## src/rtl/escape_sync.sv

```systemverilog
module escape_sync #(
  parameter logic [4:0] ESC_TAG  = 5'b11011,
  parameter logic [1:0] REG_MOD  = 2'b11,
  parameter logic [2:0] ADDP_GRP = 3'b110,
  parameter logic [2:0] ADDP_MID = 3'b000
) (
  input  logic       clk,
  input  logic       rst_n,
  input  logic       ins_valid,
  input  logic [7:0] ins_b0,
  input  logic [7:0] ins_b1,
  input  logic       cop_busy,
  input  logic       cop_err,
  input  logic       err_clr,
  output logic       fwd_valid,
  output logic [2:0] fwd_grp,
  output logic [1:0] fwd_mod,
  output logic [2:0] fwd_mid,
  output logic [2:0] fwd_rm,
  output logic       fwd_mem,
  output logic       fwd_addp,
  output logic       host_stall,
  output logic       mem_win,
  output logic       err_flag
);

  logic is_esc, is_reg, take, win;

  assign is_esc     = ins_b0[7:3] == ESC_TAG;
  assign is_reg     = ins_b1[7:6] == REG_MOD;
  assign take       = ins_valid & is_esc & ~cop_busy & ~win;
  assign host_stall = win | (ins_valid & is_esc & cop_busy);
  assign mem_win    = win;

  always_ff @(posedge clk or negedge rst_n) begin
    if (!rst_n) begin
      win       <= 1'b0;
      fwd_valid <= 1'b0;
      fwd_grp   <= '0;
      fwd_mod   <= '0;
      fwd_mid   <= '0;
      fwd_rm    <= '0;
      fwd_mem   <= 1'b0;
      fwd_addp  <= 1'b0;
      err_flag  <= 1'b0;
    end else begin
      fwd_valid <= take;
      if (take) begin
        fwd_grp  <= ins_b0[2:0];
        fwd_mod  <= ins_b1[7:6];
        fwd_mid  <= ins_b1[5:3];
        fwd_rm   <= ins_b1[2:0];
        fwd_mem  <= ~is_reg;
        fwd_addp <= is_reg & (ins_b0[2:0] == ADDP_GRP) & (ins_b1[5:3] == ADDP_MID);
      end
      if (take && !is_reg)
        win <= 1'b1;
      else if (win && !cop_busy)
        win <= 1'b0;
      err_flag <= cop_err | (err_flag & ~err_clr);
    end
  end

endmodule

```

## config.mk

```make
export PLATFORM = sky130hd
export DESIGN_NAME = escape_sync
export DESIGN_NICKNAME = d
export VERILOG_FILES = /design/src/rtl/escape_sync.sv
export SDC_FILE = /design/constraint.sdc
export NUM_CORES = 1
export LEC_CHECK = 0
export ABC_AREA = 1
export CAP_MARGIN = 40
export CELL_PAD_IN_SITES_DETAIL_PLACEMENT = 1
export CELL_PAD_IN_SITES_GLOBAL_PLACEMENT = 1
export CORE_ASPECT_RATIO = 1.4
export CORE_MARGIN = 2
export CORE_UTILIZATION = 30
export DETAILED_ROUTE_END_ITERATION = 10
export PLACE_DENSITY = 0.81
export SLEW_MARGIN = 15
export SYNTH_ARGS = -nofsm -noshare
export SYNTH_HDL_FRONTEND = slang
export SYNTH_SLANG_ARGS = --single-unit
```

## constraint.sdc

```tcl
create_clock -name clk -period 2.2 [get_ports clk]
set_clock_uncertainty 0.05 [all_clocks]
set_input_delay 0.44 -clock clk [delete_from_list [all_inputs] [get_ports clk]]
set_output_delay 0.44 -clock clk [all_outputs]
set_load 0.005 [all_outputs]
```

### Word-level counts from Yosys, hierarchy flattened

Index checks and enable logic that the tools add are counted.

| word-level totals | value |
|---|---|
| bits in registers | 16 |
| bits in latches | 0 |
| bits in writable memories | 0 |
| memory bits (read-only) | 0 |
| output and inout bits | 17 |
| logic and storage cells | 33 |
| memories | 0 |

| cells by class | value |
|---|---|
| $add $sub $neg | 0 |
| multiply operators | 0 |
| div/mod/pow operators | 0 |
| order comparisons | 0 |
| eq/ne operators | 3 |
| shift-type cells | 0 |
| muxes and demuxes | 2 |
| bitwise operators | 13 |
| reductions and logical operators | 6 |

Operators with widths:

| cell | count |
|---|---|
| $and A1 B1 Y1 | 7 |
| $eq A5 B5 Y1 const B | 1 |
| $not A1 Y1 | 4 |
| $eq A3 B3 Y1 const B | 1 |
| $logic_not A3 Y1 | 1 |
| $eq A2 B2 Y1 const B | 1 |
| $logic_and A1 B1 Y1 | 2 |
| $logic_not A1 Y1 | 2 |
| $mux W1 | 2 |
| $or A1 B1 Y1 | 2 |
| $reduce_bool A2 Y1 | 1 |

### Depth between registers and ports, before layout

| logic depth | value |
|---|---|
| depth in word-level cells | 6 |
| gate-level depth with buffers | 6 |
| mapped depth without buffers | 5 |

### Worst setup path before layout

Ideal clock, no wire load.

| path | value |
|---|---|
| kind | input to output |
| start | input ins_b0[4] |
| end | output host_stall |
| data arrival time | 0.784 ns |
| data required time | 1.710 ns |
| slack | 0.926 ns |
| stages | 4 |
| path buffers | 0 |
| cell sequence | nand2_2 > nor2_4 > a21oi_1 > nor2_1 |

| on the way | value |
|---|---|
| cells in the longest elaborated chain, start to end | 4 |

Ends and longest elaborated chain:

| what | line | text |
|---|---|---|
| start, declared | 10 | `input logic [7:0] ins_b0,` |
| $eq A5 B5 Y1 | 29 | `assign is_esc = ins_b0[7:3] == ESC_TAG;` |
| $and A1 B1 Y1 (2 in series) | 32 | `assign host_stall = win \| (ins_valid & is_esc & cop_busy);` |
| $or A1 B1 Y1 | 32 |  |
| end, declared | 22 | `output logic host_stall,` |

No other way between the ends.

### Worst setup path after layout

Ends and elaborated chain as after synthesis.

==> impl_metrics.ini <==
[outcome]
status = finished clean

[clock_tree]
cts_resized = 1
tritoncts = built
root_buffer = clkbuf_4
numCtsBuffers = 3
cts_setup_buffers = 0
hold_buffers = 0
cts.sinks = 16
clk_path_buf_depth = 2
path_clk_slew_ns = 0.09
insertion_delay_ns = 0.27
ctsHtreeMaxLevel = 1

[floorplan]
initial_utilization = 0.318
die_area_mm2 = 0.00299
die_width_um = 46.8
pin_count = 39
num_rows = 21
core_mm2 = 0.00242
die_y_um = 63.9

[power_and_ir_drop]
p_switching_mw = 0.167
combPwrFrac = 0.247
peakVddDrop_uv = 348
seq_power_share = 0.487
p_leak_nw = 0.577
internal_power_mw = 0.538
pwr-share-clk = 0.265
p_per_area_mw_per_mm2 = 579
p_sw_frac = 0.237

[final_layout]
utilization = 0.504
num_antenna_cells = 0
nets = 142
layoutNonFillerInstCount = 153
drive_above_1_share = 0.261
syn_to_final_growth_pct = 58.6

[worst_hold_path]
whs_path_depth = 2
min_to = fwd_addp$_DFFE_PN0P_
hp-class = reg2reg
min_from = fwd_addp$_DFFE_PN0P_

[timing]
final_hold_viol_count = 0
post-route-period-util = 0.894
fin_crit_ns = 1.97
setup_violations = 0
fmax_ghz = 0.509
final-max-slew-violation-count = 0
slew_headroom = 0.532
tightestPinTransition_ns = 0.700
rsz0062_at_grt = false

[setup_path]
arrival_ns = 1.48
critical_path_class = in2out
crit_family = buffers and inverters
path_buf_inv = 2
reg2reg_to = fwd_rm[0]$_DFFE_PN0P_
end_kind = primary output
critPathLaunchType = input pin
r2r_cells = 4
cp.required_ns = 1.71
reg2reg_slack_ns = 0.83
crit_fanout = 2
slowest_delay_ns = 0.47
r2r-start = mem_win$_DFFE_PN0P_
path_cells = clkdlybuf4s50_1 -> nand2_2 -> nor2_4 -> a21oi_1 -> nor2_1 -> dlygate4sd2_1
critPathSlowestCell = clkdlybuf4s50_1

[yosys]
synth_sequential_area_ratio = 0.521
syn_area_um2 = 768
synth.area.top_cells = dfrtp_1 (52%), o21ai_2 (16%), inv_1 (7.3%)
yosysWarningCount = 0
ys_seq_elements = 16
syn_nets = 99
syn_area_per_cell_um2 = 9.98
netlist_instances = 77
yosysTopAreaCellShare = 0.521
ys_types = 12
synth.largest_area_cell = dfrtp_1

[place]
dpl.hpwl_mm = 1.34
gp_congestion = 0.675
dp_cells = 149
portBuffers = 38

[detailed_routing]
routedWlPerCell_um = 10.8
drt_iter0_markers = 8
vias_per_cell = 4.22
drtPass1Iterations = 2
drc = 0
wirelength_mm = 1.65
vias = 646
ant_nets = 0

[job]
maxCapViolations = 0

[global_routing]
grt-ovfl-total = 0
antenna_found_initial = 0
grt_pass1_vias = 715
grt_max_degree = 29
track_usage = 0.122
grt_first_pass_wirelength_mm = 2.75
-- Yosys cell counts --
library cell / number
a21oi_1: 1
nor2_4: 2
nor2_2: 1
o21bai_1: 1
nand3_4: 1
dfrtp_1: 16
nand2_1: 14
nand2_2: 7
buf_6: 2
inv_1: 15
o21ai_2: 14
nor2_1: 3
-- power groups by stage --
stage	registers (mW)	logic [mW]	clock network [mW]
final	0.344	0.174	0.187
after global routing	0.348	0.191	0.210
after CTS	0.345	0.179	0.197
after detailed placement	0.351	0.178	0
after global placement	0.348	0.174	0
after floorplan	0.351	0.0571	0
-- final cells by class --
cell class / instances / area [µm²]
clock buffer: 4 / 36.3
fill: 296 / 1200
inverter: 15 / 56.3
multi-input combinational: 44 / 289
sequential: 16 / 400
tap: 34 / 42.5
timing repair buffer: 40 / 394
-- state kept, by name (all words and copies together) (netlist names) --
signal / cells
fwd_grp: 3
fwd_mid: 3
fwd_rm: 3
fwd_mod: 2
err_flag: 1
fwd_addp: 1
fwd_mem: 1
fwd_valid: 1
mem_win: 1
-- cells in the final DEF (no fill, tap or decap) --
master,instances
a21oi_1,1
nor2_4,2
dlygate4sd2_1,1
nor2_2,1
inv_1,15
clkdlybuf4s50_1,37
clkbuf_4,3
o21bai_1,1
nor2_1,3
nand3_4,1
clkbuf_8,1
nand2_1,14
buf_4,2
nand2_2,7
o21ai_2,14
dfrtp_1,16
-- routing by layer --
layer  up-vias  GRT usage  share of wire  routed length (µm)
li1        320          -              -                   -
met1       300      0.122           0.35                 583
met2        24      0.223           0.56                 917
met3         2     0.0367          0.077                 126
met4         0     0.0417          0.012                  19
met5         -          0              0                   0
-- per-stage QoR --
stage / power [mW] / hold WS [ns] / setup slack (ns) / cell area, µm² / setup TNS (ns)
after floorplan: 0.408 / 0.0944 / 0.926 / 768 / 0
after global placement: 0.521 / 0.414 / -0.00651 / 1180 / -0.00651
after detailed placement: 0.529 / 0.419 / -0.0585 / 1180 / -0.0585
after CTS: 0.721 / 0.443 / 0.214 / 1220 / 0
after global routing: 0.749 / 0.462 / 0.178 / 1220 / 0
final: 0.705 / 0.438 / 0.234 / 1220 / 0
-- tightest hold or removal path: stages (launching register included) --
cell and delay, ns:
dfrtp_1 0.35, nand2_1 0.06, o21ai_2 0.05
-- cells by family after synthesis --
family,count (synthesis),synth area share
flip-flops,16,0.521
buffers and inverters,17,0.103
AO/OA/AOI/OAI,16,0.176
AND/OR/NAND/NOR,28,0.200
-- how the worst max path moves through the flow --
stage	slack, ns	end	start	cells past startpoint
final	0.23	host_stall	ins_b0[4]	6
after global routing	0.18	host_stall	ins_b0[3]	6
after global placement	-0.007	host_stall	ins_b0[4]	6
after detailed placement	-0.06	host_stall	ins_b0[4]	6
after CTS	0.21	host_stall	ins_b0[4]	6
after floorplan	0.93	host_stall	ins_b0[4]	4
(Power assumes the default switching activity.)
